<file path="src/rtl/rsc_pkg.sv">
package rsc_pkg;

    typedef enum logic [1:0] {
        ST_HELD   = 2'd0,
        ST_RELCNT = 2'd1,
        ST_RUN    = 2'd2,
        ST_ASSERT = 2'd3
    } rsc_state_e;

    typedef struct packed {
        logic above_rel;
        logic below_det;
        logic man_req;
    } rsc_flags_t;

    localparam int FLAG_W = $bits(rsc_flags_t);

    function automatic int max_int(input int a, input int b);
        return (a > b) ? a : b;
    endfunction

endpackage

</file>
<file path="src/rtl/rsc_sync.sv">
module rsc_sync #(
    parameter int WIDTH = 3
) (
    input  logic             clk,
    input  logic             rst,
    input  logic [WIDTH-1:0] d_i,
    output logic [WIDTH-1:0] q_o
);
    logic [WIDTH-1:0] meta_q;
    logic [WIDTH-1:0] stab_q;

    always_ff @(posedge clk) begin
        if (rst) begin
            meta_q <= '0;
            stab_q <= '0;
        end else begin
            meta_q <= d_i;
            stab_q <= meta_q;
        end
    end

    assign q_o = stab_q;
endmodule

</file>
<file path="src/rtl/rsc_mr_qual.sv">
module rsc_mr_qual #(
    parameter int MIN_CYC = 100
) (
    input  logic clk,
    input  logic rst,
    input  logic req_i,
    output logic valid_o
);
    localparam int QW = $clog2(MIN_CYC + 1);
    localparam logic [QW-1:0] Q_LAST = QW'(MIN_CYC - 1);

    logic [QW-1:0] run_q;
    logic          valid_q;

    always_ff @(posedge clk) begin
        if (rst) begin
            run_q   <= '0;
            valid_q <= 1'b0;
        end else if (!req_i) begin
            run_q   <= '0;
            valid_q <= 1'b0;
        end else if (run_q == Q_LAST) begin
            valid_q <= 1'b1;
        end else begin
            run_q <= run_q + 1'b1;
        end
    end

    assign valid_o = valid_q;


    valid_needs_req_chk: assert property (@(posedge clk) disable iff (rst)
        $rose(valid_o) |-> $past(req_i));
endmodule

</file>
<file path="src/rtl/rsc_timer.sv">
module rsc_timer #(
    parameter int CW = 16
) (
    input  logic          clk,
    input  logic          rst,
    input  logic          clr_i,
    output logic [CW-1:0] cnt_o
);
    localparam logic [CW-1:0] SAT = '1;

    logic [CW-1:0] cnt_q;

    always_ff @(posedge clk) begin
        if (rst || clr_i) begin
            cnt_q <= '0;
        end else if (cnt_q != SAT) begin
            cnt_q <= cnt_q + 1'b1;
        end
    end

    assign cnt_o = cnt_q;
endmodule

</file>
<file path="src/rtl/rst_supervisor_ctrl.sv">
module rst_supervisor_ctrl
    import rsc_pkg::*;
#(
    parameter int REL_CYC = 50000,
    parameter int AST_CYC = 18,
    parameter int MRW_CYC = 100
) (
    input  logic clk,
    input  logic rst,
    input  logic above_rel_i,
    input  logic below_det_i,
    input  logic man_rst_i,
    output logic rst_n_o,
    output logic released_o
);
    localparam int CW = $clog2(max_int(REL_CYC, AST_CYC) + 1);
    localparam logic [CW-1:0] REL_LAST = CW'(REL_CYC - 1);
    localparam logic [CW-1:0] AST_LAST = CW'(AST_CYC - 1);

    rsc_flags_t raw_flags, syn_flags;
    rsc_state_e state_q, state_d;
    logic       sup_good_q;
    logic       mr_valid;
    logic       rel_pulse_q;
    logic [CW-1:0] cnt;

    assign raw_flags = '{above_rel: above_rel_i, below_det: below_det_i, man_req: man_rst_i};

    rsc_sync #(.WIDTH(FLAG_W)) u_sync (
        .clk (clk),
        .rst (rst),
        .d_i (raw_flags),
        .q_o (syn_flags)
    );

    rsc_mr_qual #(.MIN_CYC(MRW_CYC)) u_mrq (
        .clk     (clk),
        .rst     (rst),
        .req_i   (syn_flags.man_req),
        .valid_o (mr_valid)
    );

    rsc_timer #(.CW(CW)) u_tmr (
        .clk   (clk),
        .rst   (rst),
        .clr_i (state_d != state_q),
        .cnt_o (cnt)
    );

    // Hysteresis latch: set above release, cleared below detection.
    always_ff @(posedge clk) begin
        if (rst) begin
            sup_good_q <= 1'b0;
        end else if (syn_flags.below_det) begin
            sup_good_q <= 1'b0;
        end else if (syn_flags.above_rel) begin
            sup_good_q <= 1'b1;
        end
    end

    always_comb begin
        state_d = state_q;
        unique case (state_q)
            ST_HELD: begin
                if (sup_good_q && !syn_flags.below_det && !syn_flags.man_req)
                    state_d = ST_RELCNT;
            end
            ST_RELCNT: begin
                if (syn_flags.below_det || mr_valid)
                    state_d = ST_HELD;
                else if (cnt == REL_LAST)
                    state_d = ST_RUN;
            end
            ST_RUN: begin
                if (syn_flags.below_det || mr_valid)
                    state_d = ST_ASSERT;
            end
            ST_ASSERT: begin
                if (cnt == AST_LAST)
                    state_d = ST_HELD;
            end
            default: state_d = ST_HELD;
        endcase
    end

    always_ff @(posedge clk) begin
        if (rst) begin
            state_q     <= ST_HELD;
            rel_pulse_q <= 1'b0;
        end else begin
            state_q     <= state_d;
            rel_pulse_q <= (state_q == ST_RELCNT) && (state_d == ST_RUN);
        end
    end

    assign rst_n_o    = (state_q == ST_RUN) || (state_q == ST_ASSERT);
    assign released_o = rel_pulse_q;


    reset_holds_chk: assert property (@(posedge clk) disable iff (rst)
        $past(rst) |-> (!rst_n_o && !released_o));


    band_keeps_hold_chk: assert property (@(posedge clk) disable iff (rst)
        (state_q == ST_HELD && !sup_good_q) |=> !rst_n_o);


    detect_starts_assert_chk: assert property (@(posedge clk) disable iff (rst)
        (state_q == ST_RUN && syn_flags.below_det) |=> (state_q == ST_ASSERT));


    detect_aborts_count_chk: assert property (@(posedge clk) disable iff (rst)
        (state_q == ST_RELCNT && syn_flags.below_det) |=> (state_q == ST_HELD && !sup_good_q));


    mr_aborts_count_chk: assert property (@(posedge clk) disable iff (rst)
        (state_q == ST_RELCNT && mr_valid) |=> (state_q == ST_HELD));


    count_in_range_chk: assert property (@(posedge clk) disable iff (rst)
        (state_q == ST_RELCNT) |-> (cnt <= REL_LAST));


    pulse_on_release_chk: assert property (@(posedge clk) disable iff (rst)
        released_o |-> (rst_n_o && !$past(rst_n_o)));
endmodule

</file>
<file path="config.mk">
export PLATFORM = sky130hd
export DESIGN_NAME = rst_supervisor_ctrl
export DESIGN_NICKNAME = d
export VERILOG_FILES = /design/src/rtl/rsc_pkg.sv /design/src/rtl/rsc_sync.sv /design/src/rtl/rsc_mr_qual.sv /design/src/rtl/rsc_timer.sv /design/src/rtl/rst_supervisor_ctrl.sv
export SDC_FILE = /design/constraint.sdc
export NUM_CORES = 1
export LEC_CHECK = 0
export ABC_AREA = 1
export BUFFER_PORTS_ARGS = -buffer_cell sky130_fd_sc_hd__buf_2
export CORE_MARGIN = 5
export CORE_UTILIZATION = 40
export CTS_BUF_LIST = sky130_fd_sc_hd__clkbuf_4 sky130_fd_sc_hd__clkbuf_8
export DETAILED_ROUTE_END_ITERATION = 12
export GPL_ROUTABILITY_DRIVEN = 0
export HOLD_SLACK_MARGIN = 0.12
export PLACE_DENSITY = 0.63
export SLEW_MARGIN = 20
export SYNTH_ARGS = -nofsm -noshare
export SYNTH_HDL_FRONTEND = slang
export SYNTH_HIERARCHICAL = 1
export SYNTH_SLANG_ARGS = --single-unit
</file>
<file path="constraint.sdc">
create_clock -name clk -period 1.9 [get_ports clk]
set_clock_uncertainty 0.1 [all_clocks]
set_input_delay 0.095 -clock clk [delete_from_list [all_inputs] [get_ports clk]]
set_output_delay 0.095 -clock clk [all_outputs]
set_load 0.01 [all_outputs]
</file>
======== Word-level counts from Yosys, hierarchy flattened ========
Index checks and enable logic that the tools add are counted.
storage, ports and cells
  logic and storage cells ................. 37
  flip-flop bits (word level) ............. 34
  input bits .............................. 5
  output and inout bits ................... 2
cells by class
  eq/ne operators ......................... 9
  bitwise gates (word level) .............. 1
  reduce and logical (&&, ||, !) cells .... 11
  mux-type cells .......................... 6
  add/sub/neg operators ................... 2
operators with widths
  operator                 count
  $add A16 B1 Y16 const B  1
  $eq A16 B16 Y1 const B   1
  $eq A16 B5 Y1 const B    1
  $ne A16 B16 Y1 const B   1
  $mux W2                  5
  $pmux W2 S4              1
  $add A7 B1 Y7 const B    1
  $eq A7 B7 Y1 const B     1
  $eq A2 B2 Y1 const B     3
  $reduce_or A2 Y1         2
  $logic_and A1 B1 Y1      3
  $logic_or A1 B1 Y1       3
  $eq A2 B1 Y1 const B     1
  $logic_not A1 Y1         2
  $logic_not A2 Y1         1
  $ne A2 B2 Y1             1
  $not A1 Y1               1

======== Logic depth before layout (Yosys ltp) ========
Gate-level depths: netlist of run 1.
  word-level depth ........................ 7
  depth in mapped cells ................... 11

======== Modules after synthesis ========
The synthesis of run 1 kept the hierarchy.
modules (own cells, without submodules)
  module               cells each  times used  area an instance (um2)
  rsc_timer            142         1           950.9
  rsc_mr_qual          58          1           386.6
  rst_supervisor_ctrl  54          1           305.3
  rsc_sync             18          1           165.2

======== Least setup slack after synthesis of run 1 ========
No wires, ideal clock.
  path kind ............................... register -> register
  start point ............................. register u_tmr.cnt_q[7], in the netlist u_tmr/cnt_o[7]
  end point ............................... register u_tmr.cnt_q[2], in the netlist u_tmr/cnt_o[2]
  period minus slack after synthesis ...... 1.708 ns
  arrival time ............................ 1.532 ns
  cell stages (with the launch flop) ...... 11
  required time ........................... 1.725 ns
  setup slack ............................. 0.192 ns
  path through ............................ dfxtp_1 > or2_1 > nor2_1 > nand3_1 > nand3_1 > nand3_2 > nand2_1 > nand2_1 > nor2_8 > clkinv_1 > a31oi_1
between the ends
  longest elaborated chain between the ends .. 6
  elaborated cells on any way between the ends .. 9
  classes of those cells .................. eq/ne: 4; mux: 4; reduce/logical: 1
ends and longest elaborated chain
  what                      RTL line                   text
  start: declaration        rsc_timer.sv:11            logic [CW-1:0] cnt_q;
  start signal: assignment  rsc_timer.sv:17            cnt_q <= cnt_q + 1'b1;
  $eq A16 B16 Y1            rst_supervisor_ctrl.sv:71  else if (cnt == REL_LAST)
  $mux W2                   rst_supervisor_ctrl.sv:71
  $mux W2                   rst_supervisor_ctrl.sv:69  if (syn_flags.below_det || mr_valid)
  $pmux W2 S4               rst_supervisor_ctrl.sv:63  unique case (state_q)
  $ne A2 B2 Y1              rst_supervisor_ctrl.sv:46  .clr_i (state_d != state_q),
  $logic_or A1 B1 Y1        rsc_timer.sv:14            if (rst || clr_i) begin
Several ways; a longest one is shown, not always the timed one.
A chain may end at the register's enable or synchronous reset.

======== Worst setup path in the final report of run 1 ========
  start point ............................. register u_tmr.cnt_q[6], in the netlist u_tmr/cnt_o[6]
  end point ............................... register u_tmr.cnt_q[6], in the netlist u_tmr/cnt_o[6]
Same word-level chain as after synthesis.

==> impl_metrics.csv, run 1 <==
group,metric,value,unit
place,dp_hpwl,2950,µm
floorplan,floorplan.die.height,77.2,µm
yosys,post-synth-top-count-cell,"sky130_fd_sc_hd__nand2_1",
route,topRoutingLayerUsed,"met4",
critical_path,worstPathMaxFanout,6,
critical_path,worst_r2r_endpoint,"u_tmr/cnt_o[6]$_SDFFE_PP0P_",
route,finalWirelength,3800,µm
cells_and_area,multi_input_gate_area,943,µm²
clock_tree,cts.reportedPaths.clkPinSlew,0.07,ns
clock_tree,clock_latency,0.28,ns
yosys,synth.lib_cells_used.distinct,27,
cells_and_area,insertedDiodeCount,0,
cells_and_area,final_core_util,0.498,
timing,timing.max_slew.rel_slack,0.807,
route,routed-wl-met2,1750,µm
route,number_of_design_rule_violations_left_after_detail_routing,0,
critical_path,critPathMaxStageDelay,0.36,ns
run,number_of_violations_of_the_max_capacitance_limit,0,
timing,fmax,564,MHz
yosys,count_of_flip_flops_with_a_built_in_enable_after_synthesis,0,
place,port_buffers,6,
cells_and_area,finalNetCount,310,
critical_path,worst_ep_required_time,2.01,ns
yosys,ys_async_sr_fraction,0,
grt,grt-ovfl-total,0,
clock_tree,cts-root-buf,"sky130_fd_sc_hd__clkbuf_8",
timing,fin_crit_sh,0.933,
route,route.met3.wl,170,µm
grt,grt_first_pass_wirelength,6840,µm
critical_path,critical_path.slowest_cell,"sky130_fd_sc_hd__dfxtp_1",
yosys,synthFlopType,"sky130_fd_sc_hd__dfxtp_1",
cells_and_area,sequential_standard_cell_area,681,µm²
route,drt.antenna.violating_nets,0,
yosys,yosys.area.top_type_share,0.376,
cells_and_area,final.fill_count,441,
route,drt_first_pass_iters,4,
critical_path,critical_path_depth,10,
yosys,synth_sequential_area_ratio,0.376,
floorplan,placementRows,24,
timing,drv_slew,0,
grt,number_of_global_route_vias_before_repair,1562,
timing,timing.final.ws_setup,0.126,ns
yosys,synth.cell_area,1810,µm²
critical_path,setup.reg_to_reg.worst_slack,0.13,ns
critical_path,crit_arrival,1.88,ns
clock_tree,numClockSinks,34,
yosys,synthesis.nets,279,
floorplan,top_level_ports,7,
pwr,peakVddDrop,0.000350,V
min_path,timing.hold.worst_path_depth,2,
route,route.layer.met1.wl,1840,µm
route,vias,1679,
run_status,run_status,"complete, no violations",
cells_and_area,area_delta_synth_final,20.8,%
pwr,leakagePower,0.000960,µW
critical_path,timing.critical_path.to_type,"flop",
route,detail_route.iter0.violations,145,
critical_path,path_class,"flop to flop",
clock_tree,numCtsBuffers,5,
floorplan,starting_density_of_the_core,0.412,
grt,grt_start_max_net_pins,13,
timing,fin_crit,1.77,ns
yosys,yosys-top-cells-count,"62 x sky130_fd_sc_hd__nand2_1, 53 x sky130_fd_sc_hd__nor2_1, 44 x sky130_fd_sc_hd__inv_1",
pwr,total_power,1500,µW
yosys,synth.avg_cell_area,6.65,µm²
clock_tree,cts-htree-levels,2,
yosys,ys_seq_elements,34,
pwr,powerDensity,686,nW/µm²
grt,globalRouteTotalUtil,0.138,
yosys,ys.warnings.count,6,
floorplan,floorplan.die.width,77.2,µm
critical_path,number_of_cells_on_the_worst_reg_to_reg_path,10,
critical_path,worstPathCellList,"or2_1 -> nor2_1 -> nand3_1 -> nand3_2 -> nand3_2 -> nand2_1 -> nand2_1 -> nor2_8 -> clkinvlp_4 -> a31oi_1",
critical_path,startpoint_of_the_worst_slack_reg_to_reg_timing_path,"u_tmr/cnt_o[6]$_SDFFE_PP0P_",
route,detail_route.vias_per_cell,4.72,
critical_path,worst_setup_path_start_kind,"flop",
place,pre_cts_slack,0.0332,ns
cells_and_area,drive_gt1_frac,0.164,
clock_tree,cts_setup_buffers,0,
timing,tightestPinTransition,0.289,ns
floorplan,core_area,4380,µm²
yosys,synth_cells,272,
min_path,hold_path.class,"flop to flop",
min_path,hold_path_end,"u_sync/q_o[2]$_SDFF_PP0_",
yosys,synth.area.top_cells,"sky130_fd_sc_hd__dfxtp_1 38%, sky130_fd_sc_hd__nand2_1 13%, sky130_fd_sc_hd__nor2_1 11%",
route,route.detailed.wl_per_inst,10.7,µm
clock_tree,max-clock-path-buffers,2,
yosys,synth_top_cell_by_area,"sky130_fd_sc_hd__dfxtp_1",
clock_tree,tritoncts,"yes",
critical_path,critical_path.top_delay_family,"simple AND/OR/NAND/NOR gates",
cells_and_area,finalNonFillerCells,356,
grt,grt_antenna_before_repair,0,
place,placedCellCount,340,
critical_path,worst_path_buf_inv,1,
floorplan,fp.dieArea,5960,µm²
timing,finalHoldViolCount,0,
timing,setup-violations-final,0,
min_path,worstHoldStart,"u_sync/meta_q[2]$_SDFF_PP0_",
==> kinds of logic (layout without fill, tap and decap cells) <==
logic type	after synthesis	count (layout)	synth area share
compound gates	16	16	0.0491
xor+xnor	4	4	0.0194
fa+ha+maj	2	2	0.0138
buf+inv	50	82	0.108
flops	34	34	0.376
simple gates	166	166	0.433
==> worst register-to-register path, cell delays in order (launching register included) <==
cell and delay (ns):
sky130_fd_sc_hd__dfxtp_1 0.36, sky130_fd_sc_hd__or2_1 0.23, sky130_fd_sc_hd__nor2_1 0.09, sky130_fd_sc_hd__nand3_1 0.12
sky130_fd_sc_hd__nand3_2 0.10, sky130_fd_sc_hd__nand3_2 0.07, sky130_fd_sc_hd__nand2_1 0.06, sky130_fd_sc_hd__nand2_1 0.11
sky130_fd_sc_hd__nor2_8 0.15, sky130_fd_sc_hd__clkinvlp_4 0.16, sky130_fd_sc_hd__a31oi_1 0.16
==> final cells by class <==
| cell class | instances | area share |
|---|---|---|
| Clock buffer | 5 | 0.0315 |
| Clock inverter | 3 | 0.0183 |
| Timing Repair Buffer | 25 | 0.0888 |
| Sequential cell | 34 | 0.312 |
| Inverter | 48 | 0.0842 |
| Timing Repair inverter | 1 | 0.00344 |
| Tap cell | 52 | 0.0298 |
| Multi-Input combinational cell | 188 | 0.432 |
==> cells in the final DEF, fill, tap and decap left out, drive strengths merged <==
cell,n
bufinv,1
clkinvlp,2
a31oi,4
buf,18
dfxtp,34
or2,3
nand4,10
a21oi,7
nand3,26
nand3b,1
nor2,59
o21ai,5
nand2,64
inv,47
nor3,3
clkbuf,5
clkinv,2
ha,2
xnor2,4
dlygate4sd3,7
==> report_power, final <==
group / internal, µW / switching (µW)
clock: 386 / 256
sequential: 729 / 13.9
combinational: 48.7 / 64.8
==> through the flow <==
stage | TNS [ns] | instance area [µm²] | hold WS (ns)
after floorplan | 0 | 1810 | 0.0574
after global placement | 0 | 1980 | 0.196
after detailed placement | 0 | 1980 | 0.207
after CTS | 0 | 2160 | 0.304
after global routing | -0.0104 | 2180 | 0.327
final | 0 | 2180 | 0.305
==> layer usage <==
layer	up-vias	track usage
met1	734	0.183
met4	0	0.0447
met2	33	0.220
li1	906	-
met5	-	0
met3	6	0.0328
==> flip-flops by register name, indices dropped and copies added, names as in the netlist <==
register       count
state_q            2
u_mrq/valid_o      1
u_mrq/run_q        7
u_sync/q_o         3
sup_good_q         1
released_o         1
u_tmr/cnt_o       16
u_sync/meta_q      3
==> what timing repair did <==
item,CTS,global route
setup endpoints to repair,0,10
endpoints found under the hold margin,10,0
hold buffers,7,0
gates resized for setup,0,6
==> worst max path at each step <==
stage | from | to | slack (ns)
after floorplan | u_tmr/cnt_o[7]$_SDFFE_PP0P_ | u_tmr/cnt_o[2]$_SDFFE_PP0P_ | 0.19
after global placement | u_tmr/cnt_o[6]$_SDFFE_PP0P_ | u_tmr/cnt_o[2]$_SDFFE_PP0P_ | 0.08
after detailed placement | u_tmr/cnt_o[6]$_SDFFE_PP0P_ | u_tmr/cnt_o[5]$_SDFFE_PP0P_ | 0.03
after CTS | u_tmr/cnt_o[6]$_SDFFE_PP0P_ | u_tmr/cnt_o[5]$_SDFFE_PP0P_ | 0.009
after global routing | u_tmr/cnt_o[5]$_SDFFE_PP0P_ | u_tmr/cnt_o[7]$_SDFFE_PP0P_ | -0.009
final | u_tmr/cnt_o[6]$_SDFFE_PP0P_ | u_tmr/cnt_o[6]$_SDFFE_PP0P_ | 0.13
(Power assumes the default switching activity.)
==> inputs of run 2 (changes only) <==
--- a/config.mk
+++ b/config.mk
@@ -5,7 +5,6 @@
 export SDC_FILE = /design/constraint.sdc
 export NUM_CORES = 1
 export LEC_CHECK = 0
-export ABC_AREA = 1
 export BUFFER_PORTS_ARGS = -buffer_cell sky130_fd_sc_hd__buf_2
 export CORE_MARGIN = 5
 export CORE_UTILIZATION = 40
@@ -19,3 +18,4 @@
 export SYNTH_HDL_FRONTEND = slang
 export SYNTH_HIERARCHICAL = 1
 export SYNTH_SLANG_ARGS = --single-unit
+export TNS_END_PERCENT = 5
==> constraint.sdc (replaced) <==
create_clock -name clk -period 1.65 [get_ports clk]
set_clock_uncertainty 0.1 [all_clocks]
set_input_delay 0.0825 -clock clk [delete_from_list [all_inputs] [get_ports clk]]
set_output_delay 0.0825 -clock clk [all_outputs]
set_load 0.01 [all_outputs]
==> run 2 against run 1 <==
  * The flow now finishes with violations (setup timing)
  * Combinational power rose by 8%
  * Routed wire length grew 8.3%
  * Global-route usage rose by 2.7 points
  * Sequential power up 16%
  * Flip-flop and latch count is the same
  * Die area is 7.7% lower
  * Largest power group unchanged
  * Non-clock buffer count rose by 17
  * Count of clock-buffer cells in the layout up 1
  * Via count shrank 6.6%
==> impl_metrics.csv, run 2 <==
group,metric,value,unit
run_status,run_status,"finished with violations",
run_status,violations,"setup timing",
floorplan,core_area,4000,µm²
floorplan,top_level_ports,7,
yosys,synth.avg_cell_area,9.11,µm²
clock_tree,numClockSinks,34,
yosys,ys.warnings.count,6,
critical_path,timing.critical_path.to_type,"flop",
timing,whs,0.342,ns
timing,timing.max_slew.rel_slack,0.776,
pwr,peakVddDrop,0.000431,V
cells_and_area,insertedDiodeCount,0,
critical_path,startpoint,"state_q[1]$_SDFF_PP0_",
cells_and_area,largest_register_ff_count,16,
timing,timing.final.ws_setup,-0.191,ns
place,dp_hpwl,2970,µm
pwr,leakagePower,0.000827,µW
grt,globalRouteTotalUtil,0.165,
floorplan,fp.dieArea,5510,µm²
clock_tree,cts-root-buf,"sky130_fd_sc_hd__clkbuf_8",
timing,drv_slew,0,
floorplan,floorplan.die.width,74.2,µm
cells_and_area,area_delta_synth_final,33.2,%
clock_tree,max-clock-path-buffers,2,
yosys,synth.area.top_cells,"sky130_fd_sc_hd__dfxtp_1 41%, sky130_fd_sc_hd__nor2b_1 3.4%, sky130_fd_sc_hd__a21oi_1 3.3%",
clock_tree,cts-htree-levels,2,
floorplan,starting_density_of_the_core,0.412,
timing,fin_crit,1.84,ns
cells_and_area,layout.cells.most_common_list,"29 x sky130_fd_sc_hd__buf_4, 21 x sky130_fd_sc_hd__dfxtp_1, 14 x sky130_fd_sc_hd__nand2_1",
yosys,synth_cells,181,
cells_and_area,drive_gt1_frac,0.336,
critical_path,worst_ep_required_time,1.75,ns
min_path,hold_path.class,"flop to flop",
pwr,power_switching,395,µW
yosys,synth.cell_area,1650,µm²
grt,grt_start_max_net_pins,16,
yosys,synth.lib_cells_used.distinct,46,
route,number_of_design_rule_violations_left_after_detail_routing,0,
grt,grt-ovfl-total,0,
critical_path,worstPathMaxFanout,5,
pwr,cellInternalPower,1240,µW
route,drt.antenna.violating_nets,0,
critical_path,worst_setup_path_start_kind,"flop",
timing,fmax,543,MHz
clock_tree,numCtsBuffers,5,
yosys,ys_async_sr_fraction,0,
critical_path,startpoint_of_the_worst_slack_reg_to_reg_timing_path,"state_q[1]$_SDFF_PP0_",
cells_and_area,layout_commonest_cell,"sky130_fd_sc_hd__buf_4",
timing,setup-violations-final,16,
pwr,powerDensity,745,nW/µm²
timing,finalHoldViolCount,0,
timing,rsz0062_at_grt,"yes",
route,vias,1569,
cells_and_area,finalNetCount,235,
clock_tree,cts.reportedPaths.clkPinSlew,0.07,ns
grt,grt_first_pass_wirelength,7070,µm
yosys,ys_seq_elements,34,
pwr,pwr-share-clk,0.400,
min_path,worstHoldStart,"u_sync/meta_q[0]$_SDFF_PP0_",
yosys,synth_sequential_area_ratio,0.413,
route,finalWirelength,4120,µm
critical_path,setup.reg_to_reg.worst_slack,-0.19,ns
pwr,seq_power_share,0.525,
yosys,synthFlopType,"sky130_fd_sc_hd__dfxtp_1",
grt,number_of_global_route_vias_before_repair,1538,
run,number_of_violations_of_the_max_capacitance_limit,0,
pwr,total_power,1640,µW
route,drt_first_pass_iters,4,
pwr,p_sw_frac,0.242,
route,route.detailed.wl_per_inst,14.8,µm
grt,grt_antenna_before_repair,0,
yosys,post-synth-top-count-cell,"sky130_fd_sc_hd__dfxtp_1",
yosys,synthesis.nets,188,
yosys,yosys-top-cells-count,"34 x sky130_fd_sc_hd__dfxtp_1, 14 x sky130_fd_sc_hd__nand2_1, 14 x sky130_fd_sc_hd__nor2_1",
critical_path,path_class,"flop to flop",
floorplan,floorplan.die.height,74.2,µm
place,port_buffers,6,
yosys,yosys.area.top_type_share,0.413,
yosys,count_of_flip_flops_with_a_built_in_enable_after_synthesis,0,
pwr,share_comb_of_total_power,0.075,
route,detail_route.vias_per_cell,5.62,
timing,fin_crit_sh,1.12,
floorplan,placementRows,23,
cells_and_area,final.fill_count,354,
clock_tree,clock_latency,0.29,ns
yosys,synth_top_cell_by_area,"sky130_fd_sc_hd__dfxtp_1",
timing,tightestPinTransition,0.334,ns
route,detail_route.iter0.violations,73,
critical_path,crit_arrival,1.94,ns
clock_tree,tritoncts,"yes",
run 2: kinds of logic after synthesis:
group           after synthesis  share of synthesized area
flops                        34                      0.413
fa+ha+maj                     2                     0.0152
compound gates               38                      0.138
mux                           2                     0.0121
xor+xnor                      5                     0.0266
buf+inv                       4                    0.00911
simple gates                 96                      0.386
run 2: layout make-up:
type                            instances  area, µm²  area share
Multi-Input combinational cell        143       1010       0.460
Clock buffer                            6       82.6      0.0376
Clock inverter                          2       12.5     0.00569
Inverter                                2       7.51     0.00342
Timing Repair Buffer                   42        318       0.145
Sequential cell                        34        704       0.321
Tap cell                               50       62.6      0.0285
run 2: critical path, stage by stage, from the launching register on:
cell                       delay (ns)
sky130_fd_sc_hd__dfxtp_2         0.36
sky130_fd_sc_hd__nor2b_1         0.15
sky130_fd_sc_hd__o22ai_1         0.13
sky130_fd_sc_hd__o21ai_1         0.09
sky130_fd_sc_hd__nand3b_1        0.21
sky130_fd_sc_hd__buf_4           0.16
sky130_fd_sc_hd__or3_1           0.36
sky130_fd_sc_hd__o31ai_1         0.19
run 2: routing by layer:
metal  up-vias  wire [µm]  global-route usage
met1       754       1770               0.195
met4         0         45              0.0455
met5         -          0                   0
met3         4        156              0.0473
met2        32       2140               0.291
li1        779          -                   -
run 2: worst paths after layout:
| path | to | cells past startpoint |
|---|---|---|
| worst max-delay path | u_tmr/cnt_o[4]$_SDFFE_PP0P_ | 7 |
| worst min-delay path | u_sync/q_o[0]$_SDFF_PP0_ | 1 |
| worst max register to register | u_tmr/cnt_o[4]$_SDFFE_PP0P_ | 7 |
| worst min register to register | u_sync/q_o[0]$_SDFF_PP0_ | 1 |
run 2: what timing repair did:
action / CTS / global route
buffers inserted: 0 / 2
hold buffers: 7 / 0
setup endpoints to repair: 15 / 16
endpoints found under the hold margin: 10 / 0
pin swaps: 4 / 5
gates resized for setup: 7 / 7
run 2: power groups by stage:
stage	clock network, µW	logic (µW)	registers [µW]
4_1_cts	666	112	858
2_1_floorplan	0	49.9	875
6_report	655	122	859
3_3_place_gp	0	94.4	876
5_1_grt	706	138	863
3_5_place_dp	0	98.8	876
run 2: stage by stage:
step / instances / instance area (µm²) / setup TNS (ns) / util / setup WS [ns]
2_1_floorplan: 181 / 1680 / -0.0518 / - / -0.0248
3_3_place_gp: 262 / 1970 / -0.185 / 0.491 / -0.0412
3_5_place_dp: 262 / 1970 / -0.644 / 0.491 / -0.0839
4_1_cts: 277 / 2150 / -0.467 / 0.538 / -0.0901
5_1_grt: 279 / 2200 / -2.37 / 0.549 / -0.204
6_report: 279 / 2200 / -1.12 / 0.549 / -0.191
==> inputs of run 3 (changes only) <==
--- a/config.mk
+++ b/config.mk
@@ -6,6 +6,7 @@
 export NUM_CORES = 1
 export LEC_CHECK = 0
 export BUFFER_PORTS_ARGS = -buffer_cell sky130_fd_sc_hd__buf_2
+export CORE_ASPECT_RATIO = 1.4
 export CORE_MARGIN = 5
 export CORE_UTILIZATION = 40
 export CTS_BUF_LIST = sky130_fd_sc_hd__clkbuf_4 sky130_fd_sc_hd__clkbuf_8
==> run 3 against run 2 <==
  * The run still ends with setup timing left
  * Hold slack better by 0.012 ns
  * Die area is 0.32% higher
  * Clock power is 17% higher
  * Critical path depth stayed put
  * Cell area is 0.80% higher
  * Fmax is 3.2% higher
  * First-iteration DRC count is 11% lower
  * Via count is 3.3% higher
  * Power is 6.5% higher
  * Non-clock buffer count is 4 higher
  * Highest routed layer unchanged
==> impl_metrics.csv, run 3 (synthesis results as in run 2) <==
group,metric,value,unit
run_status,run_status,"finished with violations",
run_status,violations,"setup timing",
cells_and_area,finalNetCount,239,
grt,grt_first_pass_wirelength,6720,µm
cells_and_area,area_delta_synth_final,34.3,%
clock_tree,tritoncts,"yes",
timing,drv_slew,0,
critical_path,worst_path_buf_inv,0,
clock_tree,cts.reportedPaths.clkPinSlew,0.07,ns
place,placed_area,2000,µm²
critical_path,critical_path.slowest_cell,"sky130_fd_sc_hd__or4_1",
critical_path,startpoint_of_the_worst_slack_reg_to_reg_timing_path,"state_q[1]$_SDFF_PP0_",
critical_path,critPathMaxStageDelay,0.39,ns
floorplan,starting_density_of_the_core,0.417,
clock_tree,max-clock-path-buffers,2,
route,number_of_design_rule_violations_left_after_detail_routing,0,
clock_tree,numCtsBuffers,5,
cells_and_area,finalNonFillerCells,276,
route,route.detailed.wl_per_inst,14.6,µm
critical_path,setup.reg_to_reg.worst_slack,-0.13,ns
floorplan,floorplan.die.width,64.3,µm
critical_path,crit_arrival,1.91,ns
critical_path,worstPathCellList,"nor2b_1 -> o22ai_1 -> o21ai_1 -> nand3b_1 -> or2_4 -> or4_1 -> nand2_1",
floorplan,fp.dieArea,5520,µm²
timing,timing.max_slew.rel_slack,0.756,
grt,globalRouteTotalUtil,0.149,
clock_tree,numClockSinks,34,
timing,fin_crit,1.78,ns
floorplan,core_area,3950,µm²
cells_and_area,layout.cells.most_common_list,"33 x sky130_fd_sc_hd__buf_4, 21 x sky130_fd_sc_hd__dfxtp_1, 14 x sky130_fd_sc_hd__nor2_1, 14 x sky130_fd_sc_hd__nand2_1, 11 x sky130_fd_sc_hd__a21oi_1",
pwr,powerDensity,787,nW/µm²
cells_and_area,multi_input_gate_area,987,µm²
route,detail_route.vias_per_cell,5.87,
grt,grt_start_max_net_pins,16,
place,port_buffers,6,
place,dp_hpwl,3060,µm
cells_and_area,layout_commonest_cell,"sky130_fd_sc_hd__buf_4",
critical_path,worst_r2r_endpoint,"u_tmr/cnt_o[9]$_SDFFE_PP0P_",
timing,tightestPinTransition,0.363,ns
cells_and_area,sequential_standard_cell_area,704,µm²
route,vias,1621,
clock_tree,cts_setup_buffers,0,
cells_and_area,final.fill_count,347,
cells_and_area,largest_register_ff_count,16,
critical_path,critical_path.top_delay_family,"simple AND/OR/NAND/NOR gates",
clock_tree,clock_latency,0.29,ns
floorplan,floorplan.die.height,86.0,µm
timing,rsz0062_at_grt,"yes",
timing,timing.setup.tns,-0.698,ns
critical_path,number_of_cells_on_the_worst_reg_to_reg_path,7,
critical_path,timing.critical_path.to_type,"flop",
min_path,timing.hold.worst_path_depth,1,
min_path,hold_path_end,"u_sync/q_o[1]$_SDFF_PP0_",
cells_and_area,insertedDiodeCount,0,
critical_path,worstPathMaxFanout,4,
floorplan,top_level_ports,7,
pwr,leakagePower,0.000851,µW
timing,timing.final.ws_setup,-0.134,ns
cells_and_area,drive_gt1_frac,0.335,
min_path,hold_path.class,"flop to flop",
cells_and_area,final_design_area_no_fill,2210,µm²
min_path,worstHoldStart,"u_sync/meta_q[1]$_SDFF_PP0_",
place,placedCellCount,261,
timing,fin_crit_sh,1.08,
grt,grt_antenna_before_repair,0,
route,drt_first_pass_iters,4,
cells_and_area,final_core_util,0.560,
critical_path,worst_ep_required_time,1.77,ns
critical_path,worst_setup_path_start_kind,"flop",
clock_tree,cts-htree-levels,2,
floorplan,placementRows,27,
grt,number_of_global_route_vias_before_repair,1559,
route,drt.antenna.violating_nets,0,
critical_path,path_class,"flop to flop",
timing,finalHoldViolCount,0,
run,number_of_violations_of_the_max_capacitance_limit,0,
grt,grt-ovfl-total,0,
timing,fmax,560,MHz
pwr,peakVddDrop,0.000770,V
clock_tree,cts-root-buf,"sky130_fd_sc_hd__clkbuf_8",
timing,setup-violations-final,16,
route,finalWirelength,4020,µm
route,detail_route.iter0.violations,65,
==> run 3: cell types whose count changed in the layout (fill, tap and decap cells not counted), sizes merged <==
cell and change:
clkinv -1, clkbuf -1, buf +4, clkinvlp +1, bufinv +1
==> run 3: metrics by stage <==
stage	hold slack (ns)	total power [µW]	setup WS, ns
after floorplan	0.0516	925	-0.0248
after global placement	0.198	975	-0.0536
after detailed placement	0.209	980	-0.120
after CTS	0.352	1760	-0.119
after global routing	0.375	1820	-0.213
final	0.354	1740	-0.134
==> run 3: final cells by class <==
cell class                 instances  area share
timing repair buffer              46       0.157
clock inverter                     3      0.0203
multi-input combinational        143       0.446
tap                               43      0.0243
clock buffer                       5      0.0311
inverter                           2     0.00339
sequential                        34       0.318
==> run 3: per-layer routing <==
metal / share of wire / up-vias / track usage
met4: 0.017 / 0 / 0.0556
met1: 0.40 / 791 / 0.159
met3: 0.030 / 8 / 0.0367
li1: - / 791 / -
met5: 0 / - / 0
met2: 0.55 / 31 / 0.275
==> run 3: how the worst max path moves through the flow <==
stage                                      start                          end  cells past startpoint
finish                     state_q[1]$_SDFF_PP0_  u_tmr/cnt_o[9]$_SDFFE_PP0P_                      7
global route               state_q[1]$_SDFF_PP0_  u_tmr/cnt_o[9]$_SDFFE_PP0P_                      7
CTS                        state_q[1]$_SDFF_PP0_  u_tmr/cnt_o[9]$_SDFFE_PP0P_                      7
detailed placement  u_tmr/cnt_o[10]$_SDFFE_PP0P_  u_tmr/cnt_o[9]$_SDFFE_PP0P_                      7
global placement    u_tmr/cnt_o[10]$_SDFFE_PP0P_  u_tmr/cnt_o[9]$_SDFFE_PP0P_                      7
floorplan            u_tmr/cnt_o[4]$_SDFFE_PP0P_  u_tmr/cnt_o[9]$_SDFFE_PP0P_                      7
==> run 3: worst register-to-register path, delay by kind of cell (launching register included) <==
kind / cells / cell delay [ns]
AO/OA/AOI/OAI: 2 / 0.20
flip-flops: 1 / 0.34
AND/OR/NAND/NOR: 5 / 1.07
==> run 3: report_power, final <==
part	switching (µW)	total, µW	internal (µW)
sequential	19.2	857	837
clock	317	766	449
combinational	53.8	120	66.3
==> run 3: what timing repair did <==
item / 4_1_cts / 5_1_grt
resized for setup: 7 / 2
setup endpoints to repair: 16 / 16
hold buffers: 7 / 0
cloned: 0 / 0
hold endpoints to repair: 10 / 0
pin swaps: 7 / 1
